## config.mk

```make
export PLATFORM = sky130hd
export DESIGN_NAME = ide_taskfile
export DESIGN_NICKNAME = d
export VERILOG_FILES = /design/src/rtl/tf_pkg.sv /design/src/rtl/tf_strobe_sync.sv /design/src/rtl/tf_regs.sv /design/src/rtl/tf_status.sv /design/src/rtl/ide_taskfile.sv
export SDC_FILE = /design/constraint.sdc
export NUM_CORES = 1
export LEC_CHECK = 0
export BUFFER_PORTS_ARGS = -buffer_cell sky130_fd_sc_hd__buf_2
export CAP_MARGIN = 20
export CORE_ASPECT_RATIO = 0.9
export CORE_UTILIZATION = 32
export DETAILED_ROUTE_END_ITERATION = 8
export HOLD_SLACK_MARGIN = 0.06
export PLACE_DENSITY = 0.55
export SETUP_SLACK_MARGIN = 0.3
export SLEW_MARGIN = 20
export SYNTH_ARGS = -nofsm -noshare
export SYNTH_HDL_FRONTEND = slang
export SYNTH_SLANG_ARGS = --single-unit
export TNS_END_PERCENT = 5
```

## constraint.sdc

```tcl
create_clock -name clk -period 3.7 [get_ports clk]
set_clock_uncertainty 0.1 [all_clocks]
set_input_delay 1.11 -clock clk [delete_from_list [all_inputs] [get_ports clk]]
set_output_delay 1.11 -clock clk [all_outputs]
set_load 0.02 [all_outputs]
```

## src/rtl/tf_pkg.sv

```systemverilog
package tf_pkg;
  localparam int unsigned BYTE_W = 8;

  // command block register codes (cs0 side)
  localparam logic [2:0] A_DATA    = 3'd0;
  localparam logic [2:0] A_ERRFEAT = 3'd1;
  localparam logic [2:0] A_COUNT   = 3'd2;
  localparam logic [2:0] A_SECTOR  = 3'd3;
  localparam logic [2:0] A_CYLLO   = 3'd4;
  localparam logic [2:0] A_CYLHI   = 3'd5;
  localparam logic [2:0] A_DEVHEAD = 3'd6;
  localparam logic [2:0] A_STATCMD = 3'd7;

  // control block register codes (cs1 side)
  localparam logic [2:0] A_CTL     = 3'd6;
  localparam logic [2:0] A_DRVADDR = 3'd7;

  // status bit positions
  localparam int unsigned S_BSY = 7;
  localparam int unsigned S_DRQ = 3;
  localparam int unsigned S_ERR = 0;

  // device control bit positions
  localparam int unsigned DC_SRST = 2;
  localparam int unsigned DC_NIEN = 1;

  localparam logic [BYTE_W-1:0] STAT_MASK      = 8'hFD;
  localparam logic [BYTE_W-1:0] STAT_AFTER_RST = 8'h80;
  localparam logic [BYTE_W-1:0] ERR_MASK       = 8'hD5;
  localparam logic [BYTE_W-1:0] ERR_AFTER_RST  = 8'h01;
  localparam logic [BYTE_W-1:0] DEVHEAD_ONES   = 8'hA0;
endpackage

```

## src/rtl/tf_strobe_sync.sv

```systemverilog
module tf_strobe_sync #(
  parameter int STAGES = 2
) (
  input  logic clk,
  input  logic rst_n,
  input  logic strobe_n,
  output logic lead,
  output logic trail
);
  logic [STAGES:0] sh_q;
  logic [STAGES:0] sh_d;

  always_comb begin
    sh_d = {sh_q[STAGES-1:0], strobe_n};
  end

  always_ff @(posedge clk or negedge rst_n) begin
    if (!rst_n) sh_q <= '1;
    else        sh_q <= sh_d;
  end

  // sh_q[STAGES-1] is the synchronized level, sh_q[STAGES] the one before it
  assign lead  =  sh_q[STAGES] & ~sh_q[STAGES-1];
  assign trail = ~sh_q[STAGES] &  sh_q[STAGES-1];
endmodule

```

## src/rtl/tf_regs.sv

```systemverilog
module tf_regs #(
  parameter int W  = 8,
  parameter int N  = 8,
  parameter int SW = $clog2(N)
) (
  input  logic                 clk,
  input  logic                 rst_n,
  input  logic                 wr_en,
  input  logic [SW-1:0]        sel,
  input  logic [W-1:0]         wdata,
  output logic [N-1:1][W-1:0]  regs_q,
  output logic                 cmd_pulse
);
  localparam logic [SW-1:0] LAST = SW'(N-1);

  logic [N-1:1][W-1:0] regs_d;
  logic                cmd_d;

  // code 0 is the data port and has no storage here
  for (genvar g = 1; g < N; g++) begin : g_reg
    always_comb begin
      regs_d[g] = regs_q[g];
      if (wr_en && (sel == SW'(g))) regs_d[g] = wdata;
    end

    always_ff @(posedge clk or negedge rst_n) begin
      if (!rst_n) regs_q[g] <= '0;
      else        regs_q[g] <= regs_d[g];
    end
  end

  always_comb begin
    cmd_d = wr_en && (sel == LAST);
  end

  always_ff @(posedge clk or negedge rst_n) begin
    if (!rst_n) cmd_pulse <= 1'b0;
    else        cmd_pulse <= cmd_d;
  end
endmodule

```

## src/rtl/tf_status.sv

```systemverilog
module tf_status
  import tf_pkg::*;
(
  input  logic              clk,
  input  logic              rst_n,
  input  logic              srst,
  input  logic [BYTE_W-1:0] st_set,
  input  logic [BYTE_W-1:0] st_clr,
  input  logic              err_load,
  input  logic [BYTE_W-1:0] err_code,
  input  logic              intr_set,
  input  logic              stat_rd,
  output logic [BYTE_W-1:0] stat_q,
  output logic [BYTE_W-1:0] err_q,
  output logic              pend_q
);
  logic [BYTE_W-1:0] stat_d;
  logic [BYTE_W-1:0] err_d;
  logic              pend_d;

  always_comb begin
    if (srst) begin
      stat_d = STAT_AFTER_RST;
      err_d  = ERR_AFTER_RST;
      pend_d = 1'b0;
    end else begin
      stat_d = ((stat_q | st_set) & ~st_clr) & STAT_MASK;
      err_d  = err_load ? (err_code & ERR_MASK) : err_q;
      if (intr_set)     pend_d = 1'b1;
      else if (stat_rd) pend_d = 1'b0;
      else              pend_d = pend_q;
    end
  end

  always_ff @(posedge clk or negedge rst_n) begin
    if (!rst_n) begin
      stat_q <= STAT_AFTER_RST;
      err_q  <= ERR_AFTER_RST;
      pend_q <= 1'b0;
    end else begin
      stat_q <= stat_d;
      err_q  <= err_d;
      pend_q <= pend_d;
    end
  end
endmodule

```

## src/rtl/ide_taskfile.sv

```systemverilog
module ide_taskfile
  import tf_pkg::*;
#(
  parameter int DW          = 16,
  parameter int AW          = 3,
  parameter int SYNC_STAGES = 2,
  parameter int RST_STAGES  = 2
) (
  input  logic          clk,
  input  logic          hrst_n,
  input  logic          cs0_n,
  input  logic          cs1_n,
  input  logic [AW-1:0] addr,
  input  logic          rd_n,
  input  logic          wr_n,
  input  logic [DW-1:0] din,
  output logic [DW-1:0] dout,
  output logic          dout_oe,
  output logic          iois16_n,
  output logic          irq,
  input  logic [7:0]    dev_set,
  input  logic [7:0]    dev_clr,
  input  logic          err_load,
  input  logic [7:0]    err_code,
  input  logic          intr_set,
  input  logic          media_writing,
  input  logic [DW-1:0] buf_rdata,
  output logic          buf_rd,
  output logic          buf_wr,
  output logic [DW-1:0] buf_wdata,
  output logic [7:0]    tf_feature,
  output logic [7:0]    tf_count,
  output logic [7:0]    tf_sector,
  output logic [15:0]   tf_cyl,
  output logic          tf_lba,
  output logic          tf_drive,
  output logic [3:0]    tf_head,
  output logic [7:0]    cmd_code,
  output logic          cmd_wr,
  output logic          soft_rst
);
  localparam int NREG = 1 << AW;

  // reset: asynchronous assertion, synchronous release
  logic [RST_STAGES-1:0] rs_q;
  logic                  rst_i;

  always_ff @(posedge clk or negedge hrst_n) begin
    if (!hrst_n) rs_q <= '0;
    else         rs_q <= {rs_q[RST_STAGES-2:0], 1'b1};
  end
  assign rst_i = rs_q[RST_STAGES-1];

  // strobe synchronizers
  logic rd_lead, rd_trail, wr_lead, wr_trail;

  tf_strobe_sync #(.STAGES(SYNC_STAGES)) u_rd_sync (
    .clk(clk), .rst_n(rst_i), .strobe_n(rd_n), .lead(rd_lead), .trail(rd_trail)
  );
  tf_strobe_sync #(.STAGES(SYNC_STAGES)) u_wr_sync (
    .clk(clk), .rst_n(rst_i), .strobe_n(wr_n), .lead(wr_lead), .trail(wr_trail)
  );

  // decode
  logic sel_cmd, sel_ctl, busy;
  logic wr_cmd, wr_ctl, stat_rd;
  logic [BYTE_W-1:0] stat_q, err_q;
  logic pend_q;

  assign sel_cmd = !cs0_n &&  cs1_n;
  assign sel_ctl =  cs0_n && !cs1_n;
  assign busy    = stat_q[S_BSY];
  assign wr_cmd  = wr_trail && sel_cmd && !busy;
  assign wr_ctl  = wr_trail && sel_ctl && (addr == A_CTL);
  assign stat_rd = rd_lead && sel_cmd && (addr == A_STATCMD);

  // device control and data-port pulses
  logic nien_q, srst_q, nien_d, srst_d;
  logic rdflag_q, rdflag_d, bufrd_q, bufrd_d, bufwr_q, bufwr_d;
  logic [DW-1:0] bwd_q, bwd_d;

  always_comb begin
    nien_d   = nien_q;
    srst_d   = srst_q;
    if (wr_ctl) begin
      nien_d = din[DC_NIEN];
      srst_d = din[DC_SRST];
    end
    rdflag_d = rd_lead ? (sel_cmd && (addr == A_DATA)) : rdflag_q;
    bufrd_d  = rd_trail && rdflag_q;
    bufwr_d  = wr_cmd && (addr == A_DATA);
    bwd_d    = bufwr_d ? din : bwd_q;
  end

  always_ff @(posedge clk or negedge rst_i) begin
    if (!rst_i) begin
      nien_q   <= 1'b0;
      srst_q   <= 1'b0;
      rdflag_q <= 1'b0;
      bufrd_q  <= 1'b0;
      bufwr_q  <= 1'b0;
      bwd_q    <= '0;
    end else begin
      nien_q   <= nien_d;
      srst_q   <= srst_d;
      rdflag_q <= rdflag_d;
      bufrd_q  <= bufrd_d;
      bufwr_q  <= bufwr_d;
      bwd_q    <= bwd_d;
    end
  end

  // parameter registers
  logic [NREG-1:1][BYTE_W-1:0] regs_q;

  tf_regs #(.W(BYTE_W), .N(NREG)) u_regs (
    .clk(clk), .rst_n(rst_i), .wr_en(wr_cmd), .sel(addr), .wdata(din[BYTE_W-1:0]),
    .regs_q(regs_q), .cmd_pulse(cmd_wr)
  );

  tf_status u_status (
    .clk(clk), .rst_n(rst_i), .srst(srst_q), .st_set(dev_set), .st_clr(dev_clr),
    .err_load(err_load), .err_code(err_code), .intr_set(intr_set), .stat_rd(stat_rd),
    .stat_q(stat_q), .err_q(err_q), .pend_q(pend_q)
  );

  logic [BYTE_W-1:0] dh;
  assign dh = regs_q[A_DEVHEAD];

  // host read path
  logic [DW-1:0] rd_val;
  logic          rd_hit;

  always_comb begin
    rd_val = '0;
    rd_hit = 1'b0;
    if (sel_cmd) begin
      rd_hit = 1'b1;
      case (addr)
        A_DATA:    rd_val = buf_rdata;
        A_ERRFEAT: rd_val[BYTE_W-1:0] = err_q;
        A_DEVHEAD: rd_val[BYTE_W-1:0] = dh | DEVHEAD_ONES;
        A_STATCMD: rd_val[BYTE_W-1:0] = stat_q;
        default:   rd_val[BYTE_W-1:0] = regs_q[addr];
      endcase
    end else if (sel_ctl) begin
      if (addr == A_CTL) begin
        rd_hit = 1'b1;
        rd_val[BYTE_W-1:0] = stat_q;
      end else if (addr == A_DRVADDR) begin
        rd_hit = 1'b1;
        rd_val[BYTE_W-1:0] = {1'b0, ~media_writing, ~dh[3:0], ~dh[4], dh[4]};
      end
    end
  end

  assign dout_oe  = !rd_n && rd_hit;
  assign dout     = dout_oe ? rd_val : '0;
  assign iois16_n = !(sel_cmd && (addr == A_DATA));
  assign irq      = pend_q && !nien_q;

  assign buf_rd     = bufrd_q;
  assign buf_wr     = bufwr_q;
  assign buf_wdata  = bwd_q;
  assign tf_feature = regs_q[A_ERRFEAT];
  assign tf_count   = regs_q[A_COUNT];
  assign tf_sector  = regs_q[A_SECTOR];
  assign tf_cyl     = {regs_q[A_CYLHI], regs_q[A_CYLLO]};
  assign tf_lba     = dh[6];
  assign tf_drive   = dh[4];
  assign tf_head    = dh[3:0];
  assign cmd_code   = regs_q[A_STATCMD];
  assign soft_rst   = srst_q;
endmodule

```

==> impl_metrics.ini <==
[floorplanning]
die_y_um = 121
fp.coreArea_um2 = 15400
die_x_um = 135
std_cell_rows = 43
die_area_um2 = 16400
start_util_pct = 32.9
io_pins = 161

[setup_path]
worstSetupEndpointType = primary output
arrival_ns = 2.42
crit_path_start = addr[1]
worst_ep_required_time_ns = 2.49
cp-start-kind = input pin
crit_type = in2out
critPathMaxFanout = 12
reg2reg_slack_ns = 1.37
reg2reg_from = u_wr_sync.sh_q[1]

[timing]
grt_setup_unrepaired = true
worstMarginPinSlew_ns = 0.864
fin_crit_sh_pct = 98.0
fmax_mhz = 276
maxSlewViolCount = 0
finalHoldViolations = 0
whs_ns = 0.258
maxSlewHeadroom_pct = 42.4
setup_viol_count_final = 0
finalCriticalPeriod_ns = 3.63
layout_setup_ws_ns = 0.0728

[clock_network]
clockBufferDepth = 2
cts_tree = built
cts-root-buf = clkbuf_16
clock-sinks = 99
cts_hold_buf = 0
clock_latency_ns = 0.35
cts_buffers = 9
clkTransAtPathRegs_ns = 0.07
htreeDepth = 3
post-cts-setup-buffers = 0

[routing]
drt_wl_total_um = 13800
vias = 3646
postRouteAntennaNets = 0
via_per_inst = 4.97
drc = 0
detail_route.wl_per_cell_um = 18.8
drtPass1Iterations = 4
drtIter0Drc = 200

[synth]
ys_types = 51
syn-num-nets = 468
yosysTopAreaCell = dfrtp_1
syn_inst = 399
yosys_warnings = 0
synth-edff-count = 0
synth_common_cells = dfrtp_1, mux2_2, buf_4
synthTopCellsByArea = dfrtp_1, mux2_2, buf_4
synth.most_common_cell = dfrtp_1
synth_area_um2 = 5070
avgSynthCellArea_um2 = 12.7
yosys_register_bits = 99
async_reset_ff_share_pct = 100
yosysSeqAreaShare_pct = 49.0
synth_flop_cell = dfrtp_1
synth_top_area_share_pct = 44.9

[global_route]
overflow = 0
grt_max_degree = 64
antenna_found_initial = 0
grt_pass1_wl_um = 21300
grt_pass1_vias = 3778
grtUsageTotal_pct = 17.6

[layout]
multi_input_area_um2 = 2200
fin_nets = 596
antenna_cells = 0
area_delta_synth_final_pct = 26.2
num-fill-cells = 1496
regArea_um2 = 2490
fin_util_pct = 41.5
drive_above_1_share_pct = 64.2

[hold_path]
hp-start = rs_q[0]
hold_path.class = reg2reg

[placed_design]
portBuffers = 155
pre_cts_slack_ns = -0.236
routabilityCongestion = 0.864
dp_hpwl_um = 10300

[pwr]
ir_drop_mv = 0.253
static-leakage-power_nw = 3.18
cellPowerDensity_nw_per_um2 = 451
total_power_mw = 2.89

[flow_run]
cap_violations = 0

[outcome]
status = finished clean
## state kept, by name (all words and copies together) (netlist names)
signal            flops
u_regs.regs_q        56
buf_wdata            16
u_status.stat_q       7
u_status.err_q        5
u_rd_sync.sh_q        3
u_wr_sync.sh_q        3
rs_q                  2
buf_rd                1
buf_wr                1
nien_q                1
rdflag_q              1
soft_rst              1
u_regs.cmd_pulse      1
u_status.pend_q       1
## worst max-delay path, cell delays in order
cell and delay [ns]:
buf_12 0.13, mux2i_1 0.13, mux4_2 0.53, a221oi_2 0.23
o21a_2 0.16, buf_6 0.11
## per-layer routing
layer / wire, µm / vias to the layer above / track usage [%]
li1: - / 1665 / -
met2: 6620 / 118 / 28.1
met5: 0 / - / 0
met3: 832 / 15 / 4.97
met4: 216 / 0 / 4.78
met1: 6130 / 1848 / 23.3
## cell usage in the layout (no fill, tap or decap), types with 7 or more instances in the layout
cell       synthesis  final
clkbuf_16          0      9
buf_6              2      8
o211ai_1           8      8
a22oi_1           21     16
mux2i_1            7      7
mux4_2             8      8
nand2_1            9      9
buf_4             52     35
dfrtp_1           91     90
nor2_1            17     13
and2_4             0      9
mux2_4             9      9
nor3_1            10     10
mux2_2            73     73
buf_2              4    142
dfstp_2            8      8
## what timing repair did
item / 4_1_cts / 5_1_grt
endpoints found under the setup margin: 17 / 17
pin swaps: 3 / 8
resized for setup: 25 / 20
## worst paths after layout
check | end | depth (start not counted)
max in group asynchronous | u_rd_sync.sh_q[2] | 1
min in group asynchronous | buf_wdata[1] | 0
worst min register to register | rs_q[1] | 0
worst max-delay path | dout[5] | 6
worst min-delay path | rs_q[1] | 0
worst max register to register | u_regs.regs_q[20] | 4
## through the flow
step | TNS, ns | cells | area (µm²)
3_5_place_dp | -1.95 | 718 | 5940
2_1_floorplan | 0 | 399 | 5180
4_1_cts | 0 | 733 | 6340
3_3_place_gp | -1.55 | 718 | 5940
6_report | 0 | 733 | 6400
5_1_grt | 0 | 733 | 6400
## power breakdown
group,internal (mW),switching [mW]
sequential,1.20,0.112
clock,0.588,0.407
combinational,0.269,0.310
## kinds of logic (layout without fill, tap and decap cells)
family	count (synthesis)	count (layout)	synth area share, %
AO/OA/AOI/OAI	54	54	8.36
other	1	1	0.0739
multiplexers	97	97	23.8
adder cells (fa/ha/maj)	1	1	0.247
flip-flops	99	99	49.0
AND/OR/NAND/NOR	72	72	8.41
buffers and inverters	75	207	10.1
## layout make-up
type                            instances  area share [%]
Timing Repair Buffer                  189            17.9
Sequential cell                        99            38.9
Clock inverter                          5            1.23
Tap cell                              202            3.95
Multi-Input combinational cell        225            34.3
Inverter                                3           0.176
Clock buffer                           10            3.58
Note: power is estimated with default switching activity, not from simulation.
